===== src/rtl/irq_agg_pkg.sv =====
package irq_agg_pkg;
  localparam int unsigned GRP_W   = 32;
  localparam int unsigned N_GRP   = 2;
  localparam int unsigned ADDR_W  = 8;

  // register select, taken from address bits [3:2]
  typedef enum logic [1:0] {
    SEL_PEND  = 2'd0,
    SEL_ENA   = 2'd1,
    SEL_ACK   = 2'd2,
    SEL_LEVEL = 2'd3
  } reg_sel_e;

  // address bits [7:4] that select each group; group 0 = sources 0..31
  function automatic logic [3:0] grp_page(input int unsigned g);
    return (g == 0) ? 4'h2 : 4'h1;
  endfunction
endpackage


===== src/rtl/irq_bank.sv =====
module irq_bank #(
  parameter int unsigned W = 32
) (
  input  logic         clk,
  input  logic         rst,
  input  logic [W-1:0] src,
  input  logic         ena_we,
  input  logic [W-1:0] ena_wdata,
  input  logic [W-1:0] ack_bits,
  output logic [W-1:0] pend,
  output logic [W-1:0] ena,
  output logic [W-1:0] level
);
  logic [W-1:0] src_q;
  logic [W-1:0] rise;

  assign rise  = src & ~src_q;
  assign level = src;

  // previous-level register follows the lines during reset,
  // so a line already high at release is not an edge
  always_ff @(posedge clk) begin
    src_q <= src;
  end

  always_ff @(posedge clk) begin
    if (rst) begin
      ena <= '0;
    end else if (ena_we) begin
      ena <= ena_wdata;
    end
  end

  // an enabled edge wins over an acknowledge in the same cycle
  always_ff @(posedge clk) begin
    if (rst) begin
      pend <= '0;
    end else begin
      pend <= (pend & ~ack_bits) | (rise & ena);
    end
  end
endmodule


===== src/rtl/irq_regif.sv =====
module irq_regif
  import irq_agg_pkg::*;
#(
  parameter int unsigned W  = GRP_W,
  parameter int unsigned NG = N_GRP,
  parameter int unsigned AW = ADDR_W
) (
  input  logic            clk,
  input  logic            rst,
  input  logic [AW-1:0]   addr,
  input  logic            wr,
  input  logic            rd,
  input  logic [W-1:0]    wdata,
  input  logic [NG*W-1:0] pend_all,
  input  logic [NG*W-1:0] ena_all,
  input  logic [NG*W-1:0] level_all,
  output logic [NG-1:0]   ena_we,
  output logic [NG*W-1:0] ack_all,
  output logic [W-1:0]    rdata
);
  logic [NG-1:0] grp_hit;
  reg_sel_e      sel;
  logic [W-1:0]  rd_mux;

  assign sel = reg_sel_e'(addr[3:2]);

  for (genvar g = 0; g < NG; g++) begin : g_dec
    assign grp_hit[g] = (addr[AW-1:4] == (AW-4)'(grp_page(g))) && (addr[1:0] == 2'b00);
    assign ena_we[g]  = wr && grp_hit[g] && (sel == SEL_ENA);
    assign ack_all[g*W +: W] = (wr && grp_hit[g] && (sel == SEL_ACK)) ? wdata : '0;
  end

  always_comb begin
    rd_mux = '0;
    for (int g = 0; g < NG; g++) begin
      if (grp_hit[g]) begin
        unique case (sel)
          SEL_PEND:  rd_mux = pend_all[g*W +: W];
          SEL_ENA:   rd_mux = ena_all[g*W +: W];
          SEL_ACK:   rd_mux = '0;
          SEL_LEVEL: rd_mux = level_all[g*W +: W];
        endcase
      end
    end
  end

  always_ff @(posedge clk) begin
    if (rst) begin
      rdata <= '0;
    end else if (rd) begin
      rdata <= rd_mux;
    end
  end
endmodule


===== src/rtl/irq_agg_top.sv =====
module irq_agg_top
  import irq_agg_pkg::*;
#(
  parameter int unsigned W  = GRP_W,
  parameter int unsigned NG = N_GRP,
  parameter int unsigned AW = ADDR_W
) (
  input  logic            clk,
  input  logic            rst,
  input  logic [NG*W-1:0] src_in,
  input  logic [AW-1:0]   bus_addr,
  input  logic            bus_wr,
  input  logic            bus_rd,
  input  logic [W-1:0]    bus_wdata,
  output logic [W-1:0]    bus_rdata,
  output logic            irq_out
);
  localparam int unsigned NSRC = NG * W;

  logic [NSRC-1:0] pend_all;
  logic [NSRC-1:0] ena_all;
  logic [NSRC-1:0] level_all;
  logic [NSRC-1:0] ack_all;
  logic [NG-1:0]   ena_we;

  irq_regif #(.W(W), .NG(NG), .AW(AW)) u_regif (
    .clk       (clk),
    .rst       (rst),
    .addr      (bus_addr),
    .wr        (bus_wr),
    .rd        (bus_rd),
    .wdata     (bus_wdata),
    .pend_all  (pend_all),
    .ena_all   (ena_all),
    .level_all (level_all),
    .ena_we    (ena_we),
    .ack_all   (ack_all),
    .rdata     (bus_rdata)
  );

  for (genvar g = 0; g < NG; g++) begin : g_bank
    irq_bank #(.W(W)) u_bank (
      .clk       (clk),
      .rst       (rst),
      .src       (src_in[g*W +: W]),
      .ena_we    (ena_we[g]),
      .ena_wdata (bus_wdata),
      .ack_bits  (ack_all[g*W +: W]),
      .pend      (pend_all[g*W +: W]),
      .ena       (ena_all[g*W +: W]),
      .level     (level_all[g*W +: W])
    );
  end

  always_ff @(posedge clk) begin
    if (rst) begin
      irq_out <= 1'b0;
    end else begin
      irq_out <= |(pend_all & ena_all);
    end
  end
endmodule


===== config.mk =====
export PLATFORM = sky130hd
export DESIGN_NAME = irq_agg_top
export DESIGN_NICKNAME = d
export VERILOG_FILES = /design/src/rtl/irq_agg_pkg.sv /design/src/rtl/irq_bank.sv /design/src/rtl/irq_regif.sv /design/src/rtl/irq_agg_top.sv
export SDC_FILE = /design/constraint.sdc
export NUM_CORES = 1
export LEC_CHECK = 0
export BUFFER_PORTS_ARGS = -buffer_cell sky130_fd_sc_hd__buf_2
export CAP_MARGIN = 20
export CORE_ASPECT_RATIO = 1.4
export CORE_MARGIN = 5
export CORE_UTILIZATION = 56
export DETAILED_ROUTE_END_ITERATION = 16
export PLACE_DENSITY = 0.84
export RECOVER_POWER = 100
export SLEW_MARGIN = 20
export SYNTH_ARGS = -nofsm -noshare
export SYNTH_HDL_FRONTEND = slang
export SYNTH_SLANG_ARGS = --single-unit

===== constraint.sdc =====
create_clock -name clk -period 3.05 [get_ports clk]
set_input_delay 0.61 -clock clk [delete_from_list [all_inputs] [get_ports clk]]
set_output_delay 0.61 -clock clk [all_outputs]
set_load 0.05 [all_outputs]

==> results.txt, run 1 <==
Outcome: completed
LEAKAGE: 4.22 nW
Net count after synthesis: 1059
Achievable clock frequency: 387 MHz
Antenna violations before repair: 1
Number of distinct library cells after synthesis: 29
TritonCTS buffer count: 22
Clock tree from TritonCTS: done
Grt ovf: 0
Worst slew slack as a fraction of its limit: 39.6%
Proportion of register bits with asynchronous set or reset after synthesis: 0%
Post-DRT Antenna Nets: 0
Post-detailed-route via-to-cell ratio: 6.34
Share of cells above drive strength 1: 15.2%
Clock Skew: 0.0102 ns
Arrival time of data at the critical path endpoint: 2.94 ns
CP peak stage delay: 0.60 ns
Overall routing resource usage: 27.5%
Max IR drop VDD: 0.000555 V
Area of the core: 0.0161 sq mm
Area contributors post-synth: dfxtp_1 (49%), mux2_2 (7.9%), mux2i_1 (7.0%), nor2_1 (6.6%), a22oi_1 (6.4%)
Max Buffers Root-to-Sink: 3
Cell Count, Final, Fillers Out: 1288
Number of maximum-capacitance constraint violations: 0
Setup repair bufs after CTS: 0
Total Die Area: 0.0189 sq mm
CP Capture Type: flop
Fillers: 1350
Starting Density: 56.5%
Post-synth top area cell: dfxtp_1
WL/cell: 21.3 microns
Post-cts sizing count: 0
Hold Crit Class: in -> reg
Library cell contributing the largest single delay on the critical path: or4_1
List of cells traversed by the critical path: buf_2, or4_1, or3b_1, or3_2, clkbuf_1, mux2i_1, nor2_1
Vias: 8164
Total routed wirelength: 27.5 mm
P&R area growth vs syn: 16.7%
Worst Max-Slew Pin Slew: 0.907 ns
Dpl cells: 1249
Iteration-0 DRC count of the detailed router: 750
NumNets Final: 1182
Sequential cell area fraction in the yosys report: 49.5%
Aggregate negative setup slack: 0 ns
CTS sink count: 225
Num ports: 141
CTS Root Cell: clkbuf_16
CTS clk-pin slew, worst paths: 0.06 ns
Post-synthesis instance total: 951
Number of core rows: 55
Die Y-Extent: 161 microns
Post-DP HPWL: 18.7 mm
Netlist area before placement: 0.00910 sq mm
Commonest non-fill, non-tap cell in the layout: dfxtp_1
CP Class: in -> reg
H-tree depth reported by CTS: 1
Setup repair after global routing missed its margin: false
Endpoints failing setup: 0
Most frequent cells in the layout: dfxtp_1 (225), nor2_1 (160), clkbuf_1 (104)
Number of global-route vias before repair: 8081
Insertion delay to the later sink of the worst-skew pair: 0.50 ns
Max Fanout on Critical Path: 11
Pin count of the biggest net entering global routing: 57
Total Power: 6.18 mW
Die width: 118 microns
Power density over cell area: 582 mW/mm^2
Critical path buffers and inverters: 2
Multi-input gate area: 0.00407 sq mm
DRC violations left: 0
Startpoint type of the worst setup path: input port
IO buf count: 140
Global-route wire length before repair: 42.9 mm
Register bit total from synthesis: 225
GP Congestion: 0.870
Post-synth EDFFs: 0
Final slew viol count: 0
Cell type group with the largest total delay on the critical path: simple AND/OR/NAND/NOR gates
Number of detailed-routing iterations run before antenna repair: 6
Proportion of netlist area held by the largest area contributor: 49.5%
Area used by sequential logic in the layout: 0.00450 sq mm
Endpoints failing hold: 0
Clock period minus worst slack: 2.59 ns
Average size of a mapped cell: 9.57 sq um
Data required time at the worst endpoint: 3.41 ns
Number of buffers inserted by hold repair at cts: 0
Ys Warns: 0
Final cycle utilization of the critical path: 84.8%
Most instantiated flip-flop cell in the synthesis netlist: dfxtp_1
[sequential cells by signal, indices dropped and copies added, names as in the netlist]
name / count
g_bank.u_bank.pend: 64
g_bank.u_bank.src_q: 64
g_bank.u_bank.ena: 64
irq_out: 1
u_regif.rdata: 32
[stage by stage]
step / area [sq um] / util [%] / hold slack (ns) / worst slack [ns]
finish: 10600 / 66.0 / 0.254 / 0.463
global route: 10600 / 66.0 / 0.249 / 0.347
CTS: 10800 / 67.0 / 0.223 / 0.753
detailed placement: 10100 / 62.6 / 0.483 / 0.264
global placement: 10100 / 62.6 / 0.470 / 0.281
floorplan: 9100 / - / 0.475 / 0.483
[worst paths after layout]
kind,startpoint,end,slack (ns),depth (start not counted)
max,bus_addr[7],g_bank[1].u_bank.ena[31]$_SDFFE_PP0P_,0.46,7
max reg2reg,g_bank[1].u_bank.pend[19]$_SDFF_PP0_,irq_out$_SDFF_PP0_,1.21,5
min,src_in[24],g_bank[0].u_bank.src_q[24]$_DFF_P_,0.25,1
min reg2reg,u_regif.rdata[25]$_SDFFE_PP0P_,u_regif.rdata[25]$_SDFFE_PP0P_,0.50,2
[metal layers]
metal	share of wire, %	vias up	global-route usage (%)
met3	7.8	92	4.40
li1	-	3687	-
met2	48	456	45.2
met5	0	-	0
met1	39	3929	34.6
met4	5.2	0	14.4
[synth_stat cells, drive strengths merged (2+ instances only)]
master  count
dfxtp     225
nor2      161
a22oi      78
inv        65
nand2      65
a32oi      64
mux2       64
mux2i      64
clkbuf     56
o21ai      32
o221ai     32
buf        10
a221oi      9
a22o        9
nand4       5
nor3        3
or3         2
[cell type report]
class,count,area share [%]
Antenna cell,1,0.0236
Clock buffer,34,6.47
Clock inverter,4,0.212
Inverter,65,2.30
Multi-Input combinational cell,595,38.3
Sequential cell,225,42.4
Tap cell,199,2.34
Timing Repair Buffer,165,7.92
[cell families after synthesis]
family,Yosys count,share of synthesized area (%)
and+or+nand+nor,242,10.5
buffers and inverters,131,5.80
muxes,128,15.0
AOI/OAI and AO/OA,225,19.2
DFF,225,49.5
[power breakdown]
| group | switching [mW] | internal [mW] |
|---|---|---|
| registers | 0.0229 | 3.01 |
| clock network | 1.12 | 1.54 |
| logic | 0.326 | 0.156 |
No activity file was read; power rests on OpenSTA's default activity.
==> run 2, diff against run 1 <==
CORE_UTILIZATION = 51   (was 56)
PLACE_DENSITY = 0.81   (was 0.84)
clock period = 2.3 ns   (was 3.05 ns; I/O delays follow)
==> results.txt, run 2 (synthesized netlist as in run 1, its figures left out) <==
Outcome: completed
CTS clk-pin slew, worst paths: 0.07 ns
Worst Max-Slew Pin Slew: 0.631 ns
Number of detailed-routing iterations run before antenna repair: 6
P&R area growth vs syn: 17.4%
Number of core rows: 57
GP Congestion: 0.850
CP Class: in -> reg
Startpoint type of the worst setup path: input port
Cell internal pwr: 6.05 mW
Total Die Area: 0.0207 sq mm
Overall routing resource usage: 25.7%
Antenna violations before repair: 2
Biggest regs: g_bank.u_bank.ena x64, g_bank.u_bank.pend x64, g_bank.u_bank.src_q x64
Post-detailed-route via-to-cell ratio: 6.13
Clock share of power: 41.5%
Pin count of the biggest net entering global routing: 65
Endpoints failing hold: 0
Die width: 123 microns
Endpoints failing setup: 0
Setup repair after global routing missed its margin: false
LEAKAGE: 4.22 nW
Grt ovf: 0
NumNets Final: 1183
Post-DRT Antenna Nets: 0
Iteration-0 DRC count of the detailed router: 824
Max IR drop VDD: 0.000582 V
DRC violations left: 0
Final cycle utilization of the critical path: 93.9%
Worst slew slack as a fraction of its limit: 58.1%
Combinational cell fraction of total power: 8.1%
Switching power of the nets: 1.91 mW
Data required time at the worst endpoint: 2.66 ns
Vias: 8129
Starting Density: 52.1%
Achievable clock frequency: 463 MHz
CTS Root Cell: clkbuf_16
CP Capture Type: flop
Clock Skew: 0.00507 ns
Area of the core: 0.0175 sq mm
IO buf count: 140
Most frequent cells in the layout: dfxtp_1 (225), nor2_1 (160), clkbuf_1 (108)
H-tree depth reported by CTS: 1
Number of instances on the worst hold path: 1
WL/cell: 20.7 microns
Standard cell area after detailed placement: 0.0102 sq mm
TritonCTS buffer count: 21
FF-to-FF setup slack: 0.44 ns
Final slew viol count: 0
Clock period minus worst slack: 2.16 ns
Worst flop-to-flop path endpoint: irq_out$_SDFF_PP0_
Post-DP HPWL: 18.4 mm
Design area: 0.0107 sq mm
Max Fanout on Critical Path: 32
Worst Hold End: g_bank[1].u_bank.src_q[24]$_DFF_P_
Startpoint of the tightest hold check path: src_in[56]
Reg2reg path depth: 5
Number of global-route vias before repair: 8029
CTS sink count: 225
Commonest non-fill, non-tap cell in the layout: dfxtp_1
Insertion delay to the later sink of the worst-skew pair: 0.50 ns
Die Y-Extent: 168 microns
Power density over cell area: 745 mW/mm^2
Hold Crit Class: in -> reg
Switching share of total power: 24.0%
Global-route wire length before repair: 42.5 mm
Flop pwr share: 50.4%
Number of maximum-capacitance constraint violations: 0
Total routed wirelength: 27.4 mm
Clock tree from TritonCTS: done
Setup repair bufs after CTS: 0
Number of buffers inserted by hold repair at cts: 0
Max Buffers Root-to-Sink: 3
Utilization after layout: 61.2%
Beginning of the worst register-to-register path: g_bank[1].u_bank.pend[26]$_SDFF_PP0_
Post-cts sizing count: 0
Num ports: 141
Share of cells above drive strength 1: 15.0%
Arrival time of data at the critical path endpoint: 2.52 ns
[run 2: worst max-delay path by stage]
stage | from | endpoint | slack [ns] | cells past startpoint
floorplan | bus_addr[7] | g_bank[1].u_bank.ena[1]$_SDFFE_PP0P_ | -0.11 | 8
global placement | bus_addr[7] | g_bank[0].u_bank.ena[7]$_SDFFE_PP0P_ | -0.23 | 8
detailed placement | bus_addr[7] | g_bank[0].u_bank.ena[20]$_SDFFE_PP0P_ | -0.28 | 8
CTS | bus_addr[7] | g_bank[1].u_bank.ena[9]$_SDFFE_PP0P_ | 0.23 | 7
global route | bus_addr[7] | u_regif.rdata[3]$_SDFFE_PP0P_ | 0.08 | 8
finish | bus_addr[7] | g_bank[1].u_bank.ena[10]$_SDFFE_PP0P_ | 0.14 | 7
[run 2: through the flow]
step / setup slack [ns] / setup TNS (ns) / std cells / total power, mW / hold slack, ns
5_1_grt: 0.0757 / 0 / 1323 / 8.19 / 0.0992
3_3_place_gp: -0.230 / -17.94 / 1288 / 4.74 / 0.472
6_report: 0.141 / 0 / 1326 / 7.96 / 0.104
4_1_cts: 0.228 / 0 / 1323 / 8.00 / 0.0766
3_5_place_dp: -0.279 / -23.54 / 1288 / 4.76 / 0.482
2_1_floorplan: -0.109 / -3.28 / 951 / 4.46 / 0.475
[run 2: power groups by stage]
stage	combinational (mW)	sequential (mW)	clock (mW)
after floorplan	0.268	4.19	0
after detailed placement	0.657	4.10	0
final	0.642	4.01	3.31
after CTS	0.661	4.01	3.33
after global placement	0.646	4.10	0
after global routing	0.687	4.02	3.48
[run 2: critical path, cell delays in order]
cell     delay, ns
buf_2         0.09
or4_1         0.55
or3b_1        0.40
or3_2         0.47
buf_6         0.26
mux2i_1       0.20
nor2_1        0.06
[run 2: layout make-up]
type	instances	area, sq um
fillers	1517	6790
flip-flops and latches	225	4500
multi-input cells	595	4090
repair buffers	167	906
clock buffers	33	621
well taps	236	295
inverters	65	244
clock inverters	2	13.8
diodes	3	7.51
[run 2: per-layer routing]
metal | up-vias | wire (microns) | GRT usage [%]
li1 | 3695 | - | -
met1 | 3918 | 10700 | 32.5
met2 | 412 | 13200 | 42.7
met3 | 100 | 2010 | 3.46
met4 | 4 | 1470 | 13.0
met5 | - | 23 | 0
